<file path="src/rtl/ctx_ctl_pkg.sv">
package ctx_ctl_pkg;
    localparam int CTX_W     = 4;
    localparam int NCTX      = 1 << CTX_W;
    localparam int MASK_W    = NCTX - 1;
    localparam int PRIO_W    = 2;
    localparam int WORD_W    = 32;
    localparam int PRIV_BIT  = 0;
    localparam int SEC_BIT   = 1;
    localparam int PRIO_LSB  = 8;
    localparam int PERM0_BIT = 16;
    localparam int MASK_LSB  = PERM0_BIT + 1;

    localparam logic              RST_PRIV = 1'b1;
    localparam logic              RST_SEC  = 1'b1;
    localparam logic [PRIO_W-1:0] RST_PRIO = '1;

    typedef enum logic [1:0] {
        ACT_HOLD,
        ACT_HW,
        ACT_SW_OPEN,
        ACT_SW_DENY
    } pc_act_e;
endpackage

</file>
<file path="src/rtl/ctx_ctl_word.sv">
module ctx_ctl_word
    import ctx_ctl_pkg::*;
(
    input  logic              clk,
    input  logic              rst_n,
    input  logic              we,
    input  logic              priv_w,
    input  logic              sec_w,
    input  logic [PRIO_W-1:0] prio_w,
    input  logic [MASK_W-1:0] mask_w,
    input  logic [MASK_W-1:0] hnd_valid,
    output logic              priv_q,
    output logic              sec_q,
    output logic [PRIO_W-1:0] prio_q,
    output logic [MASK_W-1:0] mask_q
);
    logic [MASK_W-1:0] mask_d;

    // handler-reserved contexts cannot be opened by a write
    always_comb begin
        mask_d = mask_q;
        if (we) mask_d = mask_w & ~hnd_valid;
    end

    always_ff @(posedge clk or negedge rst_n) begin
        if (!rst_n) begin
            priv_q <= RST_PRIV;
            sec_q  <= RST_SEC;
            prio_q <= RST_PRIO;
            mask_q <= '0;
        end else begin
            if (we) begin
                priv_q <= priv_w;
                sec_q  <= sec_w;
                prio_q <= prio_w;
            end
            mask_q <= mask_d;
        end
    end

    AST_HND_CLEAR: assert property (@(posedge clk) disable iff (!rst_n)
        we |=> ((mask_q & $past(hnd_valid)) == '0));

    AST_WORD_HOLD: assert property (@(posedge clk) disable iff (!rst_n)
        !we |=> ($stable(mask_q) && $stable(prio_q) && $stable(priv_q) && $stable(sec_q)));
endmodule

</file>
<file path="src/rtl/ctx_pc_guard.sv">
module ctx_pc_guard
    import ctx_ctl_pkg::*;
(
    input  logic              clk,
    input  logic              rst_n,
    input  logic [MASK_W-1:0] mask_q,
    input  logic              pc_we,
    input  logic [CTX_W-1:0]  pc_wdata,
    input  logic [CTX_W-1:0]  wr_ctx,
    input  logic              hw_pc_load,
    input  logic [CTX_W-1:0]  hw_pc_value,
    output logic [CTX_W-1:0]  pc_q
);
    pc_act_e          act;
    logic [NCTX-1:0]  perm;
    logic [CTX_W-1:0] pc_d;

    // context 0 has a permission bit that is always zero
    assign perm = {mask_q, 1'b0};

    always_comb begin
        if (hw_pc_load)
            act = ACT_HW;
        else if (!pc_we)
            act = ACT_HOLD;
        else if ((wr_ctx == '0) || perm[pc_wdata])
            act = ACT_SW_OPEN;
        else
            act = ACT_SW_DENY;
    end

    always_comb begin
        unique case (act)
            ACT_HOLD:    pc_d = pc_q;
            ACT_HW:      pc_d = hw_pc_value;
            ACT_SW_OPEN: pc_d = pc_wdata;
            ACT_SW_DENY: pc_d = pc_q;
            default:     pc_d = pc_q;
        endcase
    end

    always_ff @(posedge clk or negedge rst_n) begin
        if (!rst_n) pc_q <= '0;
        else        pc_q <= pc_d;
    end

    AST_HW_WINS: assert property (@(posedge clk) disable iff (!rst_n)
        hw_pc_load |=> (pc_q == $past(hw_pc_value)));

    AST_CTX0_FREE: assert property (@(posedge clk) disable iff (!rst_n)
        (pc_we && !hw_pc_load && wr_ctx == '0) |=> (pc_q == $past(pc_wdata)));

    AST_NO_ZERO_ENTRY: assert property (@(posedge clk) disable iff (!rst_n)
        (pc_we && !hw_pc_load && wr_ctx != '0 && pc_wdata == '0) |=> $stable(pc_q));

    AST_PC_HOLD: assert property (@(posedge clk) disable iff (!rst_n)
        (!pc_we && !hw_pc_load) |=> $stable(pc_q));
endmodule

</file>
<file path="src/rtl/ctx_ctl_reg.sv">
module ctx_ctl_reg
    import ctx_ctl_pkg::*;
(
    input  logic                 clk,
    input  logic                 rst_n,
    input  logic                 ctl_we,
    input  logic [WORD_W-1:0]    ctl_wdata,
    output logic [WORD_W-1:0]    ctl_rdata,
    input  logic [MASK_W-1:0]    hnd_valid,
    input  logic                 pc_we,
    input  logic [CTX_W-1:0]     pc_wdata,
    input  logic [CTX_W-1:0]     wr_ctx,
    input  logic                 hw_pc_load,
    input  logic [CTX_W-1:0]     hw_pc_value,
    output logic [CTX_W-1:0]     pc_o,
    output logic                 priv_dflt_o,
    output logic                 sec_dflt_o,
    output logic [PRIO_W-1:0]    prio_o
);
    logic              priv_q, sec_q;
    logic [PRIO_W-1:0] prio_q;
    logic [MASK_W-1:0] mask_q;
    logic              unused_rsv;

    // reserved write bits are dropped on purpose
    assign unused_rsv = ^{ctl_wdata[PRIO_LSB-1:SEC_BIT+1],
                          ctl_wdata[PERM0_BIT:PRIO_LSB+PRIO_W]};

    ctx_ctl_word u_word (
        .clk       (clk),
        .rst_n     (rst_n),
        .we        (ctl_we),
        .priv_w    (ctl_wdata[PRIV_BIT]),
        .sec_w     (ctl_wdata[SEC_BIT]),
        .prio_w    (ctl_wdata[PRIO_LSB +: PRIO_W]),
        .mask_w    (ctl_wdata[MASK_LSB +: MASK_W]),
        .hnd_valid (hnd_valid),
        .priv_q    (priv_q),
        .sec_q     (sec_q),
        .prio_q    (prio_q),
        .mask_q    (mask_q)
    );

    ctx_pc_guard u_guard (
        .clk         (clk),
        .rst_n       (rst_n),
        .mask_q      (mask_q),
        .pc_we       (pc_we),
        .pc_wdata    (pc_wdata),
        .wr_ctx      (wr_ctx),
        .hw_pc_load  (hw_pc_load),
        .hw_pc_value (hw_pc_value),
        .pc_q        (pc_o)
    );

    always_comb begin
        ctl_rdata                       = '0;
        ctl_rdata[PRIV_BIT]             = priv_q;
        ctl_rdata[SEC_BIT]              = sec_q;
        ctl_rdata[PRIO_LSB +: PRIO_W]   = prio_q;
        ctl_rdata[MASK_LSB +: MASK_W]   = mask_q;
    end

    assign priv_dflt_o = priv_q;
    assign sec_dflt_o  = sec_q;
    assign prio_o      = prio_q;

    AST_CTL_UPDATE: assert property (@(posedge clk) disable iff (!rst_n)
        ctl_we |=> (prio_o == $past(ctl_wdata[PRIO_LSB +: PRIO_W]) &&
                    priv_dflt_o == $past(ctl_wdata[PRIV_BIT])));

    AST_RSV_ZERO: assert property (@(posedge clk) disable iff (!rst_n)
        ctl_we |=> (ctl_rdata[PERM0_BIT:PRIO_LSB+PRIO_W] == '0 &&
                    ctl_rdata[PRIO_LSB-1:SEC_BIT+1] == '0));
endmodule

</file>
<file path="config.mk">
export PLATFORM = sky130hd
export DESIGN_NAME = ctx_ctl_reg
export DESIGN_NICKNAME = d
export VERILOG_FILES = /design/src/rtl/ctx_ctl_pkg.sv /design/src/rtl/ctx_ctl_word.sv /design/src/rtl/ctx_pc_guard.sv /design/src/rtl/ctx_ctl_reg.sv
export SDC_FILE = /design/constraint.sdc
export NUM_CORES = 1
export LEC_CHECK = 0
export CORE_UTILIZATION = 50
export CTS_BUF_LIST = sky130_fd_sc_hd__clkbuf_4 sky130_fd_sc_hd__clkbuf_8
export DETAILED_ROUTE_END_ITERATION = 7
export DONT_BUFFER_PORTS = 1
export GPL_TIMING_DRIVEN = 0
export HOLD_SLACK_MARGIN = 0.05
export PLACE_DENSITY_LB_ADDON = 0.15
export SETUP_SLACK_MARGIN = 0.15
export SLEW_MARGIN = 20
export SYNTH_ARGS = -nofsm -noshare
export SYNTH_HDL_FRONTEND = slang
export SYNTH_SLANG_ARGS = --single-unit
</file>
<file path="constraint.sdc">
create_clock -name clk -period 5.4 [get_ports clk]
set_clock_uncertainty 0.1 [all_clocks]
set_input_delay 1.08 -clock clk [delete_from_list [all_inputs] [get_ports clk]]
set_output_delay 1.08 -clock clk [all_outputs]
set_load 0.005 [all_outputs]
</file>
After elaboration in Yosys (flattened, before gate mapping)
Cells that the tools add are included.
{ "totals": {"register_bits": 23, "input_bits": 64, "output_inout_bits": 40, "elab_cells": 21} }
{ "op_classes": {"order_cmp": 1, "n_eq_ne": 3, "muxes": 6, "bitwise_logic": 2, "reduce_logical": 4} }
{ "op_table": {"columns": ["operator", "n"], "rows": [
  ["$and 15x15->15", 1],
  ["$not 15->15", 1],
  ["$pmux 4 s2", 1],
  ["$lt 4x5->1 const B", 1],
  ["$bmux 1 s4", 1],
  ["$eq 2x2->1 const B", 2],
  ["$logic_not 4->1", 1],
  ["$mux 2", 2],
  ["$eq 2x1->1 const B", 1],
  ["$logic_not 2->1", 1],
  ["$mux 1", 2],
  ["$reduce_or 2->1", 1],
  ["$logic_or 1x1->1", 1]
]} }

Depth between registers and ports, before layout
Gate-level depths: netlist of the first run.
{ "depth": {"ltp_word": 8, "ltp_mapped": 9, "mapped_depth_nobuf": 7} }

Cells and area by module
A second synthesis of the first run with hierarchy kept.
{ "hier_totals": {"cells_unflattened": 122, "hier_area_um2": 1336.3} }
{ "by_module_without_submodules": {"columns": ["module", "n_inst", "cells_per_inst", "area_per_inst_um2"], "rows": [
  ["ctx_ctl_word", 1, 72, 840.8],
  ["ctx_pc_guard", 1, 32, 364.1],
  ["ctx_ctl_reg", 1, 18, 131.4]
]} }

Worst setup path after synthesis of the first run
Ideal clock, no wire load.
{ "synth_timing": {"kind": "in2reg", "startpoint": "input port pc_wdata[1]", "endpoint": "register u_guard.pc_q[0]", "setup_ps": 130, "arrival_ps": 2630, "required_ps": 5170, "setup_slack_ps": 2540, "stages": 9, "path_cell_list": "buf_6 > mux4_1 > mux2_2 > nand2_2 > a21oi_2 > ha_1 > clkbuf_1 > mux2i_1 > o21ai_0"} }
{ "synth_via": {"elab_chain_cells": 8, "elab_cells_between_ends": 12, "cone_classes": "eq/ne: 3; mux: 6; reduce/logical: 3"} }
{ "synth_rtl": {"columns": ["element", "line", "source"], "rows": [
  ["start, declared", "ctx_ctl_reg.sv:11", "input logic [CTX_W-1:0] pc_wdata,"],
  ["$bmux 1 s4 (*)", "ctx_pc_guard.sv:26", "else if ((wr_ctx == '0) || perm[pc_wdata])"],
  ["$mux 1 (not written as such) (*)", "ctx_pc_guard.sv:26", null],
  ["$logic_or 1x1->1 (*)", "ctx_pc_guard.sv:26", null],
  ["$mux 1 (*)", "ctx_pc_guard.sv:26", null],
  ["$mux 2 (*)", "ctx_pc_guard.sv:24", "else if (!pc_we)"],
  ["$mux 2 (*)", "ctx_pc_guard.sv:22", "if (hw_pc_load)"],
  ["$eq 2x2->1 (tied with other cells)", "ctx_pc_guard.sv:33", "unique case (act)"],
  ["$pmux 4 s2 / $reduce_or 2->1 (equally long branches)", null, null],
  ["end signal, assigned", "ctx_pc_guard.sv:44", "else pc_q <= pc_d;"],
  ["end, declared", "ctx_pc_guard.sv:12", "output logic [CTX_W-1:0] pc_q"]
]} }
Every way passes the cells marked *; elsewhere a longest branch is shown, timed or not. The select of a mux whose other input is x is not followed.
A chain may end at the register's enable or synchronous reset.

Final worst setup path of the first run
{ "layout_timing": {"startpoint": "input port pc_wdata[1]", "endpoint": "register u_guard.pc_q[3]"} }
Same word-level chain as after synthesis.

==> flow_summary_export.csv, run 1 <==
group,metric,value,unit
run_status,status,"finished, final reports clean",
power,p_per_area,244,nW/um^2
critical_path,crit_type,"in -> reg",
power,total_leakage_power,0.000645,uW
die,initial_core_util,55.4,%
clock_network,cts_tree,"done",
global_route,antenna_found_initial,0,
clock_network,clk_pin_slew_worst_paths,0.12,ns
route,drc_errors,0,
sta,final_hold_viol_count,0,
power,seq_power_share,61.7,%
clock_network,clk_latency,0.30,ns
power,switching_share,25.7,%
synth,syn_inst,122,
final_layout,fin_util,60.1,%
final_layout,area_growth,8.46,%
critical_path,crit_path_end_kind,"flop",
power,finalPower,337,uW
critical_path,startpoint_type,"primary input",
sta,finalCritPeriodShare,49.5,%
global_route,grt_pass1_wl,3.63,mm
clock_network,clockBufferDepth,2,
route,totalWireLength,2.45,mm
final_layout,diodes,0,
sta,rsz0062_at_grt,"false",
run,cap_violations,0,
global_route,grt_usage,18.7,%
placed_design,place_inst,162,
critical_path,required,5.48,ns
placed_design,post-dp-hpwl,1.97,mm
die,die_h,52.4,um
route,viasPerCell,5.27,
sta,tns,0,ns
synth,synth.avg_cell_area,10.4,um^2
sta,setup_viol,0,
die,core_area,2300,um^2
global_route,grt_pass1_vias,795,
critical_path,crit_arrival,2.75,ns
die,rows,17,
clock_network,cts.sinks,23,
critical_path,critPathMaxFanout,6,
clock_network,htree_levels,1,
synth,synth-warning-count,0,
power,p_sw,86.6,uW
global_route,overflow,0,
route,wire_per_inst,14.8,um
clock_network,cts_setup_buffers,0,
clock_network,cts_made_buffers,3,
sta,drv_slew,0,
synth,syn-cell-area,1270,um^2
sta,layout_min_cycle_time,2.67,ns
route,dr_total_vias,875,
die,dieWidth,52.4,um
clock_network,cts.repair.resized,0,
final_layout,drive_gt1_share,24.6,%
clock_network,cts-hold-fix-buffers,0,
synth,synth-seq-cells,23,
final_layout,fin_area,1380,um^2
route,antenna_left,0,
die,io-pin-count,104,
power,max-vdd-ir-drop,166,uV
sta,fmax,0.374,GHz
synth,ys_seq_area_share,45.6,%
route,first_pass_iters,4,
min_path,hp-class,"in -> async",
placed_design,dpl_cell_area,1350,um^2
power,power_frac_comb,16.1,%
final_layout,layout.cells.non_filler,166,
die,dieArea,2750,um^2
placed_design,port_buffers,0,
power,pwr-share-clk,22.2,%
placed_design,place.gp.congestion,0.619,
clock_network,root_buffer,"clkbuf_4",
final_layout,fin_nets,204,
route,drt_iter0_markers,10,
power,internal_power,251,uW
global_route,grt_max_degree,24,
synth,ys_types,21,
-- metrics by stage --
| step | setup WS (ns) | hold WS [ns] |
|---|---|---|
| floorplan | 2.54 | 0.373 |
| global placement | 2.43 | 0.391 |
| detailed placement | 2.39 | 0.402 |
| CTS | 2.72 | 0.344 |
| global route | 2.58 | 0.319 |
| finish | 2.73 | 0.353 |
-- final cells by class --
cell class / instances / area [um^2]
Clock inverter: 1 / 5.00
Multi-Input combinational cell: 73 / 523
Buffer: 23 / 158
Sequential cell: 23 / 581
Fill cell: 212 / 917
Inverter: 15 / 56.3
Tap cell: 28 / 35.0
Clock buffer: 3 / 22.5
-- cell usage after synthesis, drive strengths merged --
| cell | instances | area (um^2) |
|---|---|---|
| a21oi | 1 | 8.76 |
| mux4 | 3 | 78.8 |
| ha | 1 | 12.5 |
| nand2 | 8 | 32.5 |
| mux2 | 6 | 67.6 |
| clkbuf | 5 | 18.8 |
| dfrtp | 19 | 475 |
| dfstp | 4 | 105 |
| or4 | 1 | 7.51 |
| conb | 1 | 3.75 |
| a221oi | 1 | 8.76 |
| nand3b | 12 | 90.1 |
| nor2b | 3 | 18.8 |
| buf | 18 | 139 |
| inv | 15 | 56.3 |
| mux2i | 4 | 40.0 |
| o22ai | 3 | 18.8 |
| o311a | 1 | 10.0 |
| o21ai | 16 | 80.1 |
-- power groups by stage --
stage | clock (uW) | combinational [uW] | sequential (uW)
global route | 87.6 | 61.7 | 211
global placement | 0 | 52.6 | 211
floorplan | 0 | 47.6 | 207
finish | 75.0 | 54.2 | 208
CTS | 77.9 | 54.8 | 208
detailed placement | 0 | 54.6 | 212
-- placed cells by master (no fill, tap or decap), drive strengths merged --
master  synthesis  final
a21oi           1      1
a221oi          1      1
buf            18     18
clkbuf          5      8
clkinv          0      1
conb            1     13
dfrtp          19     19
dfstp           4      4
ha              1      1
inv            15     15
mux2            6      6
mux2i           4      4
mux4            3      3
nand2           8      8
nand3b         12     12
nor2b           3      3
o21ai          16     16
o22ai           3      3
o311a           1      1
or4             1      1
-- worst max-delay path, stage by stage --
cell	delay, ns
buf_6	0.10
mux4_1	0.55
mux2_2	0.28
nand2_2	0.07
a21oi_2	0.05
ha_1	0.18
clkbuf_1	0.17
mux2i_1	0.17
o21ai_0	0.09
-- cells by family (layout without fill, tap and decap cells) --
family | after synthesis | count (layout) | synth area share [%]
simple gates | 24 | 24 | 11.7
flops | 23 | 23 | 45.6
compound gates | 22 | 22 | 9.93
mux | 13 | 13 | 14.7
other cells | 1 | 13 | 0.295
fa+ha+maj | 1 | 1 | 0.983
buf+inv | 38 | 42 | 16.8
-- path summary, 6_finish.rpt --
kind	cells after the start	from	slack, ns	endpoint
worst min register to register	2	u_guard.pc_q[1]$_DFFE_PN0N_	0.42	u_guard.pc_q[1]$_DFFE_PN0N_
max in group asynchronous	0	rst_n	4.68	u_word.prio_q[0]$_DFFE_PN1P_
worst max register to register	8	u_word.mask_q[11]$_DFFE_PN0P_	3.23	u_guard.pc_q[3]$_DFFE_PN0N_
min in group clk	2	u_guard.pc_q[1]$_DFFE_PN0N_	0.42	u_guard.pc_q[1]$_DFFE_PN0N_
worst max-delay path	9	pc_wdata[1]	2.73	u_guard.pc_q[3]$_DFFE_PN0N_
worst min-delay path	0	rst_n	0.35	u_word.mask_q[11]$_DFFE_PN0P_
-- state kept, by name (all words and copies together), names as in the netlist --
name,flops
u_guard.pc_q,4
u_word.mask_q,15
u_word.prio_q,2
u_word.priv_q,1
u_word.sec_q,1
-- routing by layer --
layer | wire length (um) | global-route usage [%]
met2 | 1310 | 34.2
met4 | 16 | 7.02
met5 | 0 | 0
met1 | 907 | 20.6
met3 | 215 | 4.64
(Power assumes the default switching activity.)
==> run 2, diff against run 1 <==
==> constraint.sdc (replaced) <==
create_clock -name clk -period 2.2 [get_ports clk]
set_clock_uncertainty 0.1 [all_clocks]
set_input_delay 0.44 -clock clk [delete_from_list [all_inputs] [get_ports clk]]
set_output_delay 0.44 -clock clk [all_outputs]
set_load 0.005 [all_outputs]
==> flow_summary_export.csv, run 2 (synthesis gave the netlist of run 1 again) <==
group,metric,value,unit
sta,drv_slew,0,
min_path,whs_endpoint,"u_word.mask_q[11]$_DFFE_PN0P_",
final_layout,fin_util,61.3,%
sta,final_hold_viol_count,0,
min_path,min-delay-start,"hnd_valid[11]",
critical_path,regToRegSetupSlack,0.17,ns
critical_path,critPathMaxFanout,4,
final_layout,diodes,0,
global_route,overflow,0,
final_layout,reg.largest.list,"u_word.mask_q (15), u_guard.pc_q (4), u_word.prio_q (2)",
power,max-vdd-ir-drop,399,uV
route,drc_errors,0,
final_layout,largest_reg_flops,15,
sta,layout_min_cycle_time,2.03,ns
power,p_per_area,612,nW/um^2
die,die_h,52.4,um
global_route,grt_pass1_wl,3.51,mm
critical_path,r2r_start,"u_word.mask_q[13]$_DFFE_PN0P_",
route,dr_total_vias,874,
sta,finalCritPeriodShare,92.3,%
min_path,hp-class,"in -> reg",
power,finalPower,862,uW
route,first_pass_iters,5,
run_status,status,"finished, final reports clean",
placed_design,place.gp.congestion,0.619,
clock_network,root_buffer,"clkbuf_4",
critical_path,cp_top_family,"multiplexers",
critical_path,crit_path_end_kind,"flop",
critical_path,max_stage_delay,0.48,ns
min_path,hold_depth,1,
critical_path,crit_arrival,2.13,ns
global_route,antenna_found_initial,0,
sta,tns,0,ns
power,total_leakage_power,0.000644,uW
clock_network,htree_levels,1,
placed_design,post-dp-hpwl,1.85,mm
clock_network,cts_made_buffers,3,
sta,rsz0062_at_grt,"true",
die,io-pin-count,104,
final_layout,largest-register,"u_word.mask_q",
run,cap_violations,0,
critical_path,crit_type,"reg -> reg",
clock_network,cts_setup_buffers,0,
clock_network,clockBufferDepth,2,
critical_path,cp_slowest_cell,"mux4_2",
clock_network,clk_latency,0.30,ns
die,dieArea,2750,um^2
sta,setup_viol,0,
global_route,grt_usage,18.2,%
route,totalWireLength,2.35,mm
critical_path,timing.critical_path.buf_inv,1,
clock_network,clk_pin_slew_worst_paths,0.11,ns
critical_path,required,2.30,ns
route,antenna_left,0,
critical_path,path_cells,"mux4_2, mux2_4, nand2_2, a21oi_2, ha_2, buf_8, mux2i_1, o21ai_1",
final_layout,fin_nets,206,
final_layout,regArea,581,um^2
die,dieWidth,52.4,um
critical_path,startpoint_type,"flop",
final_layout,mostFrequentLayoutCells,"dfrtp_1 (19), buf_4 (17), inv_1 (15)",
die,core_area,2300,um^2
placed_design,port_buffers,0,
final_layout,area_growth,10.6,%
final_layout,final_common_cell,"dfrtp_1",
final_layout,multi_input_area,518,um^2
sta,fmax,0.492,GHz
final_layout,drive_gt1_share,28.6,%
route,drt_iter0_markers,8,
die,rows,17,
critical_path,r2r-end,"u_guard.pc_q[1]$_DFFE_PN0N_",
critical_path,ff2ff_path_depth,8,
global_route,grt_max_degree,24,
clock_network,cts_tree,"done",
sta,hold_ws,0.117,ns
final_layout,fill_cells,209,
global_route,grt_pass1_vias,776,
route,viasPerCell,5.20,
clock_network,cts.sinks,23,
route,wire_per_inst,14.0,um
die,initial_core_util,55.4,%
run 2: cell count changes in the layout (fill, tap and decap cells not counted), sizes merged:
cell         delta
dlygate4sd3     +1
buf             +2
clkinv          -1
run 2: area by class of cell:
type | instances | area share, %
flip-flops and latches | 23 | 41.2
multi-input cells | 73 | 36.8
plain buffers | 23 | 12.3
inverters | 15 | 4.00
well taps | 28 | 2.49
clock buffers | 4 | 2.13
repair buffers | 2 | 1.07
run 2: how the worst max path moves through the flow:
stage | startpoint | endpoint | slack (ns) | depth (start not counted)
2_1_floorplan | pc_wdata[1] | u_guard.pc_q[0]$_DFFE_PN0N_ | 0.09 | 9
3_3_place_gp | pc_wdata[1] | u_guard.pc_q[0]$_DFFE_PN0N_ | 0.009 | 9
3_5_place_dp | pc_wdata[1] | u_guard.pc_q[2]$_DFFE_PN0N_ | -0.01 | 9
4_1_cts | u_word.mask_q[7]$_DFFE_PN0P_ | u_guard.pc_q[2]$_DFFE_PN0N_ | 0.14 | 8
5_1_grt | u_word.mask_q[13]$_DFFE_PN0P_ | u_guard.pc_q[2]$_DFFE_PN0N_ | 0.08 | 8
6_report | u_word.mask_q[13]$_DFFE_PN0P_ | u_guard.pc_q[1]$_DFFE_PN0N_ | 0.17 | 8
run 2: where the power goes:
| part | total [uW] | internal, uW | switching, uW |
|---|---|---|---|
| Sequential | 511 | 471 | 40.1 |
| Combinational | 150 | 84.2 | 65.7 |
| Clock | 200 | 83.0 | 117 |
run 2: routing by layer:
metal / up-vias / share of wire (%) / track usage, %
met5: - / 0 / 0
met4: 0 / 1.4 / 7.89
met3: 6 / 11 / 4.93
met2: 62 / 50 / 31.6
met1: 389 / 37 / 20.8
li1: 417 / - / -
run 2: what timing repair did:
| action | CTS | global route |
|---|---|---|
| endpoints found under the hold margin | 23 | 19 |
| hold buffers | 1 | 1 |
| pin swaps | 0 | 3 |
| setup endpoints to repair | 4 | 4 |
| gates resized for setup | 1 | 1 |
run 2: per-stage QoR:
stage               cells  setup slack, ns  instance area (um^2)
floorplan             134           0.0884                  1330
global placement      162          0.00875                  1370
detailed placement    162          -0.0136                  1370
CTS                   167            0.138                  1400
global route          168           0.0826                  1410
finish                168            0.168                  1410
